===== src/rtl/pcicfg_pkg.sv =====
package pcicfg_pkg;
  typedef enum logic [2:0] {
    ST_IDLE,
    ST_SETUP,
    ST_DPHASE,
    ST_LOCAL,
    ST_DONE
  } seq_state_t;

  localparam logic [3:0] CMD_CFG_RD = 4'hA;
  localparam logic [3:0] CMD_CFG_WR = 4'hB;

  localparam int LOC_WR_BIT = 16;
  localparam int LOC_BE_LSB = 20;
  localparam int T1_BUS_LSB = 16;
  localparam int T1_DEV_LSB = 11;
  localparam int FUNC_LSB   = 8;
endpackage


===== src/rtl/pcicfg_addr_gen.sv =====
module pcicfg_addr_gen #(
  parameter int BUS_W  = 8,
  parameter int DEV_W  = 5,
  parameter int FUNC_W = 3,
  parameter int REG_W  = 8,
  parameter int ADDR_W = 32,
  parameter int BE_W   = 4
) (
  input  logic [BUS_W-1:0]  bus,
  input  logic [DEV_W-1:0]  dev,
  input  logic [FUNC_W-1:0] func,
  input  logic [REG_W-1:0]  regno,
  input  logic [2:0]        size,
  output logic [ADDR_W-1:0] cfg_addr,
  output logic [REG_W-1:0]  reg_aligned,
  output logic [BE_W-1:0]   be_n,
  output logic              size_ok,
  output logic              to_local
);
  import pcicfg_pkg::*;
  localparam int OFF_W = $clog2(BE_W);

  logic [OFF_W-1:0] off;
  assign off = regno[OFF_W-1:0];

  always_comb begin
    reg_aligned = {regno[REG_W-1:OFF_W], {OFF_W{1'b0}}};
    if (bus == '0) begin
      cfg_addr = (ADDR_W'(1) << dev)
               | (ADDR_W'(func) << FUNC_LSB)
               | ADDR_W'(reg_aligned);
    end else begin
      cfg_addr = (ADDR_W'(bus) << T1_BUS_LSB)
               | (ADDR_W'(dev) << T1_DEV_LSB)
               | (ADDR_W'(func) << FUNC_LSB)
               | ADDR_W'(reg_aligned)
               | ADDR_W'(1);
    end
  end

  always_comb begin
    size_ok = 1'b1;
    case (size)
      3'd1:    be_n = ~(BE_W'(1) << off);
      3'd2:    be_n = ~(BE_W'(3) << off);
      3'd4:    be_n = '0;
      default: begin
        be_n    = '1;
        size_ok = 1'b0;
      end
    endcase
  end

  assign to_local = (bus == '0) && (dev == '0) && (func == '0);
endmodule


===== src/rtl/pcicfg_lane.sv =====
module pcicfg_lane #(
  parameter int DATA_W   = 32,
  parameter bit SHIFT_UP = 1'b1
) (
  input  logic [$clog2(DATA_W/8)-1:0] off,
  input  logic [DATA_W-1:0]           din,
  output logic [DATA_W-1:0]           dout
);
  localparam int SH_W = $clog2(DATA_W);

  logic [SH_W-1:0] amt;
  assign amt = SH_W'({off, 3'b000});

  generate
    if (SHIFT_UP) begin : g_up
      assign dout = din << amt;
    end else begin : g_down
      assign dout = din >> amt;
    end
  endgenerate
endmodule


===== src/rtl/pcicfg_err_track.sv =====
module pcicfg_err_track #(
  parameter int ADDR_W = 32,
  parameter int MST_W  = 2
) (
  input  logic              clk,
  input  logic              rst,
  input  logic              cap,
  input  logic [MST_W-1:0]  new_mst,
  input  logic              new_slv,
  input  logic [ADDR_W-1:0] cap_addr,
  input  logic              clr_valid,
  input  logic [MST_W-1:0]  clr_mst,
  input  logic              clr_slv,
  output logic [MST_W-1:0]  mst_stat,
  output logic              slv_stat,
  output logic [ADDR_W-1:0] err_addr
);
  logic [MST_W-1:0] mst_nxt;
  logic             slv_nxt;
  logic             any_new;
  logic             quiet;

  always_comb begin
    mst_nxt = clr_valid ? (mst_stat & ~clr_mst) : mst_stat;
    slv_nxt = clr_valid ? (slv_stat & ~clr_slv) : slv_stat;
    if (cap) begin
      mst_nxt = mst_nxt | new_mst;
      slv_nxt = slv_nxt | new_slv;
    end
  end

  assign any_new = cap && ((new_mst != '0) || new_slv);
  assign quiet   = (mst_stat == '0) && !slv_stat;

  always_ff @(posedge clk) begin
    if (rst) begin
      mst_stat <= '0;
      slv_stat <= 1'b0;
      err_addr <= '0;
    end else begin
      mst_stat <= mst_nxt;
      slv_stat <= slv_nxt;
      if (any_new && quiet) err_addr <= cap_addr;
    end
  end
endmodule


===== src/rtl/pcicfg_seq.sv =====
module pcicfg_seq #(
  parameter int BUS_W  = 8,
  parameter int DEV_W  = 5,
  parameter int FUNC_W = 3,
  parameter int REG_W  = 8,
  parameter int DATA_W = 32,
  parameter int ADDR_W = 32,
  parameter int MST_W  = 2
) (
  input  logic              clk,
  input  logic              rst,
  input  logic              req_valid,
  input  logic              req_write,
  input  logic [BUS_W-1:0]  req_bus,
  input  logic [DEV_W-1:0]  req_dev,
  input  logic [FUNC_W-1:0] req_func,
  input  logic [REG_W-1:0]  req_reg,
  input  logic [2:0]        req_size,
  input  logic [DATA_W-1:0] req_wdata,
  output logic              busy,
  output logic              done,
  output logic [DATA_W-1:0] rsp_rdata,
  output logic              rsp_err,
  output logic              rsp_illegal,
  input  logic              clr_valid,
  input  logic [MST_W-1:0]  clr_mst,
  input  logic              clr_slv,
  output logic [MST_W-1:0]  mst_err_stat,
  output logic              slv_err_stat,
  output logic [ADDR_W-1:0] err_addr,
  output logic              ext_req,
  output logic [ADDR_W-1:0] ext_addr,
  output logic [7:0]        ext_cmd,
  input  logic              ext_resp,
  input  logic [DATA_W-1:0] ext_rdata,
  input  logic [MST_W-1:0]  ext_mst_err,
  input  logic              ext_slv_err,
  output logic              ext_wr,
  output logic [DATA_W-1:0] xfer_wdata,
  output logic              loc_req,
  output logic [31:0]       loc_cmd,
  input  logic              loc_ack,
  input  logic [DATA_W-1:0] loc_rdata
);
  import pcicfg_pkg::*;
  localparam int BE_W  = DATA_W / 8;
  localparam int OFF_W = $clog2(BE_W);

  seq_state_t       state;
  logic             write_q;
  logic [OFF_W-1:0] off_q;

  logic [ADDR_W-1:0] gen_addr;
  logic [REG_W-1:0]  gen_reg_al;
  logic [BE_W-1:0]   gen_be_n;
  logic              gen_size_ok;
  logic              gen_local;
  logic [DATA_W-1:0] wr_aligned;
  logic [DATA_W-1:0] rd_src;
  logic [DATA_W-1:0] rd_aligned;
  logic [31:0]       loc_word;
  logic              accept;
  logic              resp_fail;

  pcicfg_addr_gen #(
    .BUS_W(BUS_W), .DEV_W(DEV_W), .FUNC_W(FUNC_W),
    .REG_W(REG_W), .ADDR_W(ADDR_W), .BE_W(BE_W)
  ) u_addr (
    .bus(req_bus), .dev(req_dev), .func(req_func), .regno(req_reg),
    .size(req_size), .cfg_addr(gen_addr), .reg_aligned(gen_reg_al),
    .be_n(gen_be_n), .size_ok(gen_size_ok), .to_local(gen_local)
  );

  pcicfg_lane #(.DATA_W(DATA_W), .SHIFT_UP(1'b1)) u_wr_lane (
    .off(req_reg[OFF_W-1:0]), .din(req_wdata), .dout(wr_aligned)
  );

  assign rd_src = (state == ST_LOCAL) ? loc_rdata : ext_rdata;

  pcicfg_lane #(.DATA_W(DATA_W), .SHIFT_UP(1'b0)) u_rd_lane (
    .off(off_q), .din(rd_src), .dout(rd_aligned)
  );

  pcicfg_err_track #(.ADDR_W(ADDR_W), .MST_W(MST_W)) u_err (
    .clk(clk), .rst(rst),
    .cap((state == ST_SETUP) && ext_resp),
    .new_mst(ext_mst_err), .new_slv(ext_slv_err), .cap_addr(ext_addr),
    .clr_valid(clr_valid), .clr_mst(clr_mst), .clr_slv(clr_slv),
    .mst_stat(mst_err_stat), .slv_stat(slv_err_stat), .err_addr(err_addr)
  );

  always_comb begin
    loc_word = '0;
    loc_word[REG_W-1:0] = gen_reg_al;
    loc_word[LOC_WR_BIT] = req_write;
    loc_word[LOC_BE_LSB +: BE_W] = gen_be_n;
  end

  assign accept    = req_valid && (state == ST_IDLE);
  assign resp_fail = (ext_mst_err != '0) || ext_slv_err;

  always_ff @(posedge clk) begin
    if (rst) begin
      state       <= ST_IDLE;
      write_q     <= 1'b0;
      off_q       <= '0;
      ext_addr    <= '0;
      ext_cmd     <= '0;
      loc_cmd     <= '0;
      xfer_wdata  <= '0;
      rsp_rdata   <= '0;
      rsp_err     <= 1'b0;
      rsp_illegal <= 1'b0;
    end else begin
      case (state)
        ST_IDLE: begin
          if (accept) begin
            write_q     <= req_write;
            off_q       <= req_reg[OFF_W-1:0];
            ext_addr    <= gen_addr;
            ext_cmd     <= {gen_be_n, req_write ? CMD_CFG_WR : CMD_CFG_RD};
            loc_cmd     <= loc_word;
            xfer_wdata  <= wr_aligned;
            rsp_err     <= 1'b0;
            rsp_illegal <= !gen_size_ok;
            if (!gen_size_ok) begin
              rsp_rdata <= '1;
              state     <= ST_DONE;
            end else if (gen_local) begin
              state <= ST_LOCAL;
            end else begin
              state <= ST_SETUP;
            end
          end
        end
        ST_SETUP: begin
          if (ext_resp) begin
            rsp_err   <= resp_fail;
            rsp_rdata <= resp_fail ? '1 : rd_aligned;
            if (!resp_fail && write_q) state <= ST_DPHASE;
            else                       state <= ST_DONE;
          end
        end
        ST_DPHASE: state <= ST_DONE;
        ST_LOCAL: begin
          if (loc_ack) begin
            rsp_rdata <= rd_aligned;
            state     <= ST_DONE;
          end
        end
        default: state <= ST_IDLE;
      endcase
    end
  end

  assign busy    = (state != ST_IDLE);
  assign done    = (state == ST_DONE);
  assign ext_req = (state == ST_SETUP);
  assign ext_wr  = (state == ST_DPHASE);
  assign loc_req = (state == ST_LOCAL);
endmodule


===== config.mk =====
export PLATFORM = sky130hd
export DESIGN_NAME = pcicfg_seq
export DESIGN_NICKNAME = d
export VERILOG_FILES = /design/src/rtl/pcicfg_pkg.sv /design/src/rtl/pcicfg_addr_gen.sv /design/src/rtl/pcicfg_lane.sv /design/src/rtl/pcicfg_err_track.sv /design/src/rtl/pcicfg_seq.sv
export SDC_FILE = /design/constraint.sdc
export NUM_CORES = 1
export LEC_CHECK = 0
export ABC_AREA = 1
export BUFFER_PORTS_ARGS = -buffer_cell sky130_fd_sc_hd__buf_2
export CAP_MARGIN = 20
export CORE_MARGIN = 10
export CORE_UTILIZATION = 53
export CTS_CLUSTER_DIAMETER = 100
export DETAILED_ROUTE_END_ITERATION = 7
export GPL_TIMING_DRIVEN = 0
export PLACE_DENSITY = 0.87
export SLEW_MARGIN = 30
export SYNTH_ARGS = -nofsm -noshare
export SYNTH_HDL_FRONTEND = slang
export SYNTH_SLANG_ARGS = --single-unit
export TNS_END_PERCENT = 1

===== constraint.sdc =====
create_clock -name clk -period 3.37 [get_ports clk]
set_input_delay 0.674 -clock clk [delete_from_list [all_inputs] [get_ports clk]]
set_output_delay 0.674 -clock clk [all_outputs]
set_load 0.03 [all_outputs]

==> results of run 1 <==
-- worst max-delay path by stage --
stage | startpoint | to | slack, ns | cells after the start
2_1_floorplan | req_reg[1] | loc_cmd[22]$_SDFFE_PP0P_ | 1.52 | 6
3_3_place_gp | ext_mst_err[1] | rsp_rdata[21]$_SDFFE_PP0P_ | 1.05 | 8
3_5_place_dp | ext_mst_err[1] | rsp_rdata[21]$_SDFFE_PP0P_ | 0.96 | 8
4_1_cts | state[2]$_SDFFE_PP0P_ | loc_req | 1.02 | 5
5_1_grt | state[1]$_SDFFE_PP0P_ | loc_req | 0.94 | 4
6_report | state[2]$_SDFFE_PP0P_ | loc_req | 1.01 | 5
-- per-layer routing --
metal,GRT usage,share of wire,up-vias
met2,0.494,0.47,547
met4,0.0897,0.029,0
met1,0.363,0.38,4145
li1,-,-,4384
met5,0,0,-
met3,0.0987,0.12,62
-- cell families after synthesis --
family | Yosys count | share of synthesized area
simple gates | 558 | 0.304
compound gates | 221 | 0.164
other cells | 1 | 0.000488
fa+ha+maj | 4 | 0.00651
flops | 150 | 0.391
buf+inv | 230 | 0.134
-- cell usage after synthesis, types with 4 or more instances --
library cell	n
nand2_1	277
dfxtp_1	150
nor2_1	139
inv_1	117
nand3_1	112
a21oi_1	82
o21ai_0	68
clkbuf_1	53
buf_4	32
a211oi_1	15
buf_2	13
o221ai_1	12
o21ai_1	11
o211ai_1	9
o31ai_1	8
a31oi_1	7
nand4_1	6
nor3_1	6
buf_1	4
buf_6	4
ha_1	4
inv_2	4
nand2_2	4
nor4_1	4
o21a_1	4
-- power by group --
group          internal (mW)  switching (mW)  total (mW)
combinational          0.558            1.32        1.88
sequential              2.00           0.134        2.13
clock                   1.03           0.838        1.87
-- worst max-delay path, delay by kind of cell (launching register included) --
kind          cells  cell delay, ns
buf+inv           3            0.59
flops             1            0.37
simple gates      2            0.30
-- flip-flops by register name, summed over array words and instances, names as in the netlist, 2 cells and up --
name and cells:
ext_addr 32, loc_cmd 11, off_q 2, rsp_rdata 32, state 3, u_err.err_addr 32
u_err.mst_stat 2, xfer_wdata 32
-- metrics by stage --
| stage | std cells | total power [mW] | util | worst slack [ns] | area [um^2] |
|---|---|---|---|---|---|
| finish | 1688 | 5.88 | 0.712 | 1.01 | 10000 |
| global route | 1686 | 6.13 | 0.712 | 0.936 | 10000 |
| CTS | 1684 | 5.87 | 0.712 | 1.02 | 9990 |
| detailed placement | 1652 | 4.02 | 0.671 | 0.960 | 9420 |
| global placement | 1652 | 3.99 | 0.671 | 1.05 | 9420 |
| floorplan | 1185 | 3.41 | - | 1.52 | 7760 |
-- final cells by class --
class                           count  area (um^2)  area share
Antenna cell                        4         10.0     0.00100
Buffer                            106          564      0.0564
Clock buffer                       17          425      0.0425
Clock inverter                     15          144      0.0144
Inverter                          124          465      0.0465
Multi-Input combinational cell    805         3730       0.373
Sequential cell                   150         3000       0.300
Tap cell                          180          225      0.0225
Timing Repair Buffer              287         1440       0.144
==> impl_metrics.csv, run 1 <==
group,metric,value,unit
grt,antenna_found_initial,2,
sta,fin_crit_sh,0.701,
die,ios,314,
final_layout,syn2layout_area_growth,30.2,%
route,wl_per_cell,18.6,um
sta,relSlewSlack,0.509,
sta,setup_viol,0,
hold_path,worst_hold_path.endpoint,"u_err.err_addr[12]$_SDFFE_PP0P_",
logic_synthesis,synth_top_area_share,0.391,
logic_synthesis,synth_area_per_cell,6.60,um^2
clocking,cts_setup_buffers,0,
clocking,cts_root_buf,"clkbuf_16",
die,die_x,140,um
grt,grt_usage,0.300,
clocking,clock_sinks,150,
grt,overflow,0,
hold_path,whs_path_depth,2,
setup_path,rr_endpoint,"xfer_wdata[7]$_SDFFE_PP0P_",
logic_synthesis,synthFlopType,"dfxtp_1",
flow_run,drv_cap,0,
die,die_y,140,um
final_layout,fin_nets,1631,
setup_path,end_kind,"output port",
logic_synthesis,synth-warning-count,0,
final_layout,num-fill-cells,1275,
route,drt_pass1_iterations,5,
setup_path,crit_path_start_kind,"flop",
route,drc,0,
sta,tightest_slew,0.736,ns
status,status,"completed",
sta,post-route-min-period,2.36,ns
route,drt_iter0_markers,961,
die,coreArea,14000,um^2
setup_path,ff2ff_setup_slack,1.37,ns
clocking,cts_htree_levels,4,
route,drtAntennaViolNets,0,
logic_synthesis,synth_edf_count,0,
pwr,power_leakage,5.14,nW
final_layout,mostFrequentLayoutCells,"300 x buf_2, 277 x nand2_1, 150 x dfxtp_1",
sta,fmaxAchievable,423,MHz
sta,hold_viol_final,0,
setup_path,r2r-start,"state[1]$_SDFFE_PP0P_",
logic_synthesis,synth.distinct_cells,36,
logic_synthesis,yosys-top-cells-area,"dfxtp_1 39%, nand2_1 14%, nand3_1 7.3%, nor2_1 6.8%, inv_1 5.7%",
pwr,ir_worst_vdd,428,uV
setup_path,critPathRequiredTime,2.70,ns
hold_path,min_from,"u_err.err_addr[12]$_SDFFE_PP0P_",
sta,final_max_slew_viol_count,0,
setup_path,slowest_stage,"dfxtp_1",
clocking,clock_latency,0.43,ns
clocking,cts.repair.resized,0,
die,fp.dieArea,19700,um^2
logic_synthesis,synthCells,1164,
setup_path,ff2ff_path_depth,7,
setup_path,cpPeakStageDelay,0.37,ns
sta,setup_tns,0,ns
route,dr_total_vias,9138,
die,start_util,0.547,
logic_synthesis,ys_ff_latch,150,
logic_synthesis,async_flop_share,0,
clocking,ctsHoldBuffers,0,
setup_path,path_class,"reg -> out",
setup_path,crit_path_cell_trace,"inv_2 -> nand2_2 -> nor2_4 -> buf_2 -> buf_2",
logic_synthesis,yosys.area.top_type,"dfxtp_1",
setup_path,cp.arrival,1.69,ns
sta,rsz0062_at_grt,"false",
placement,port_buffers,287,
hold_path,hold_class,"reg -> reg",
grt,grt_first_pass_wirelength,47.9,mm
logic_synthesis,synth_area,7680,um^2
clocking,cts.clk_slew.worst_paths,0.06,ns
die,placement_rows,43,
sta,whs,0.442,ns
grt,grt_max_degree,17,
final_layout,layout-drive-gt1-share,0.257,
placement,hpwl,24.8,mm
grt,grt_pass1_vias,8756,
sta,finClkSkew,0.00555,ns
clocking,clk_path_buf_depth,2,
pwr,power.density,588,nW/um^2
setup_path,cp_max_fo,10,
placement,gp_congestion,1.01,
final_layout,layout_commonest_cell,"buf_2",
route,via_per_inst,5.41,
setup_path,crit_top_cell,"buf_2",
clocking,cts_inserted_buffers,17,
clocking,cts_tree,"built",
route,wirelength,31.4,mm
logic_synthesis,ys_seq_area_frac,0.391,
(Power assumes the default switching activity.)
==> run 2: changes to the inputs <==
CORE_UTILIZATION = 44   (was 53)
PLACE_DENSITY = 0.77   (was 0.87)
clock period = 2.1 ns   (was 3.37 ns; I/O delays follow)
==> impl_metrics.csv, run 2 (synthesized netlist as in run 1, its figures left out) <==
group,metric,value,unit
grt,grt_busiest_layer,"met2",
final_layout,layout_commonest_cell,"buf_2",
die,start_util,0.447,
sta,rsz0062_at_grt,"true",
pwr,p_int,5.83,mW
clocking,cts_htree_levels,4,
route,drtAntennaViolNets,0,
final_layout,syn2layout_area_growth,31.7,%
pwr,seq_power_share,0.355,
die,die_x,152,um
setup_path,path_class,"reg -> out",
grt,grt_pass1_vias,8342,
placement,gp_congestion,0.954,
clocking,cts.clk_slew.worst_paths,0.07,ns
flow_run,drv_cap,0,
placement,place_ws,-0.0371,ns
die,ios,314,
grt,use_met3,0.0711,
grt,grt_usage,0.251,
placement,placed_cell_area,9480,um^2
clocking,cts_tree,"built",
sta,post-route-min-period,2.06,ns
final_layout,fin_nets,1631,
final_layout,mostFrequentLayoutCells,"299 x buf_2, 277 x nand2_1, 150 x dfxtp_1",
clocking,cts_inserted_buffers,17,
sta,fin_crit_sh,0.983,
pwr,combPwrFrac,0.310,
pwr,power_leakage,5.17,nW
final_layout,layout-drive-gt1-share,0.257,
route,wl_per_cell,17.7,um
placement,hpwl,24.6,mm
setup_path,cp_max_fo,10,
clocking,cts_root_buf,"clkbuf_16",
sta,fmaxAchievable,485,MHz
sta,finClkSkew,0.0164,ns
setup_path,crit_path_start_kind,"flop",
route,drt_pass1_iterations,6,
clocking,clock_latency,0.44,ns
clocking,clock_sinks,150,
grt,use_met2,0.399,
route,dr_total_vias,8860,
pwr,swShare,0.396,
route,drt_iter0_markers,669,
status,status,"completed",
grt,antenna_found_initial,3,
pwr,power.density,953,nW/um^2
route,drc,0,
setup_path,end_kind,"output port",
die,fp.dieArea,23100,um^2
die,placement_rows,48,
hold_path,hold_class,"in -> reg",
pwr,ir_worst_vdd,630,uV
grt,grt_first_pass_wirelength,47.1,mm
pwr,p_switching,3.82,mW
die,die_y,152,um
placement,port_buffers,287,
clocking,clk_path_buf_depth,2,
sta,final_max_slew_viol_count,0,
final_layout,final_cell_area,10100,um^2
clocking,ctsHoldBuffers,0,
grt,grt_max_degree,19,
grt,overflow,0,
sta,tightest_slew,0.746,ns
route,wirelength,30.7,mm
setup_path,critPathRequiredTime,1.68,ns
setup_path,cp.arrival,1.64,ns
sta,setup_viol,0,
grt,gr-usage-met1,0.322,
route,via_per_inst,5.12,
sta,fin_ws,0.0364,ns
sta,hold_viol_final,0,
die,coreArea,17200,um^2
final_layout,num-fill-cells,1744,
sta,relSlewSlack,0.502,
clocking,cts_setup_buffers,0,
pwr,clkPwrFrac,0.335,
run 2: changes by cell type in the layout (fill, tap and decap cells not counted), moves of 2 or more:
cell / before / now
o21ai_1: 11 / 13
clkinv_2: 2 / 0
inv_8: 1 / 3
inv_6: 6 / 3
o21ai_0: 68 / 66
clkinvlp_4: 3 / 0
clkinv_8: 0 / 6
run 2: repair_timing:
action | in CTS | in global routing
endpoints found under the setup margin | 1 | 5
gates cloned | 0 | 0
endpoints found under the hold margin | 0 | 0
resized for setup | 1 | 4
run 2: final timing paths:
path                                         from                               to  slack (ns)  cells past startpoint
setup / recovery            state[0]$_SDFFE_PP0P_                          loc_req        0.04                      4
hold / removal                        ext_slv_err        u_err.slv_stat$_SDFF_PP0_        0.24                      3
setup reg to reg            state[1]$_SDFFE_PP0P_        ext_addr[12]$_SDFFE_PP0P_        0.15                      8
hold reg to reg   u_err.err_addr[25]$_SDFFE_PP0P_  u_err.err_addr[25]$_SDFFE_PP0P_        0.44                      2
run 2: stage by stage:
step                total power [mW]  setup TNS [ns]  hold slack [ns]   util  instances
global placement                6.42         -0.0107            0.430  0.552       1697
floorplan                       5.46               0            0.473      -       1185
global route                    10.1         -0.0512            0.259  0.589       1731
finish                          9.64               0            0.242  0.589       1732
CTS                             9.64               0            0.239  0.589       1729
detailed placement              6.45         -0.0446            0.434  0.552       1697
run 2: worst max-delay path, stage by stage (launching register included):
cell and delay [ns]:
dfxtp_1 0.44, nand2_2 0.13, nor2_4 0.22, buf_4 0.21, buf_2 0.21
run 2: routing by layer:
layer	routed length, um	up-vias
met4	744	2
met3	2520	53
met2	14200	417
met1	13200	4010
li1	-	4378
met5	13	-
run 2: final cells by class:
type / instances / area (um^2) / area share
multi-input cells: 805 / 3730 / 0.368
flip-flops and latches: 150 / 3000 / 0.297
repair buffers: 287 / 1440 / 0.142
plain buffers: 106 / 568 / 0.0561
inverters: 124 / 465 / 0.0460
clock buffers: 17 / 425 / 0.0420
well taps: 225 / 282 / 0.0278
clock inverters: 15 / 205 / 0.0203
diodes: 3 / 7.51 / 0.000742
run 2: power by group through the flow:
stage / combinational, mW / clock (mW) / sequential [mW]
2_1_floorplan: 1.35 / 0 / 4.11
3_3_place_gp: 2.95 / 0 / 3.47
3_5_place_dp: 2.97 / 0 / 3.48
4_1_cts: 2.98 / 3.24 / 3.42
5_1_grt: 3.25 / 3.37 / 3.45
6_report: 2.99 / 3.23 / 3.42
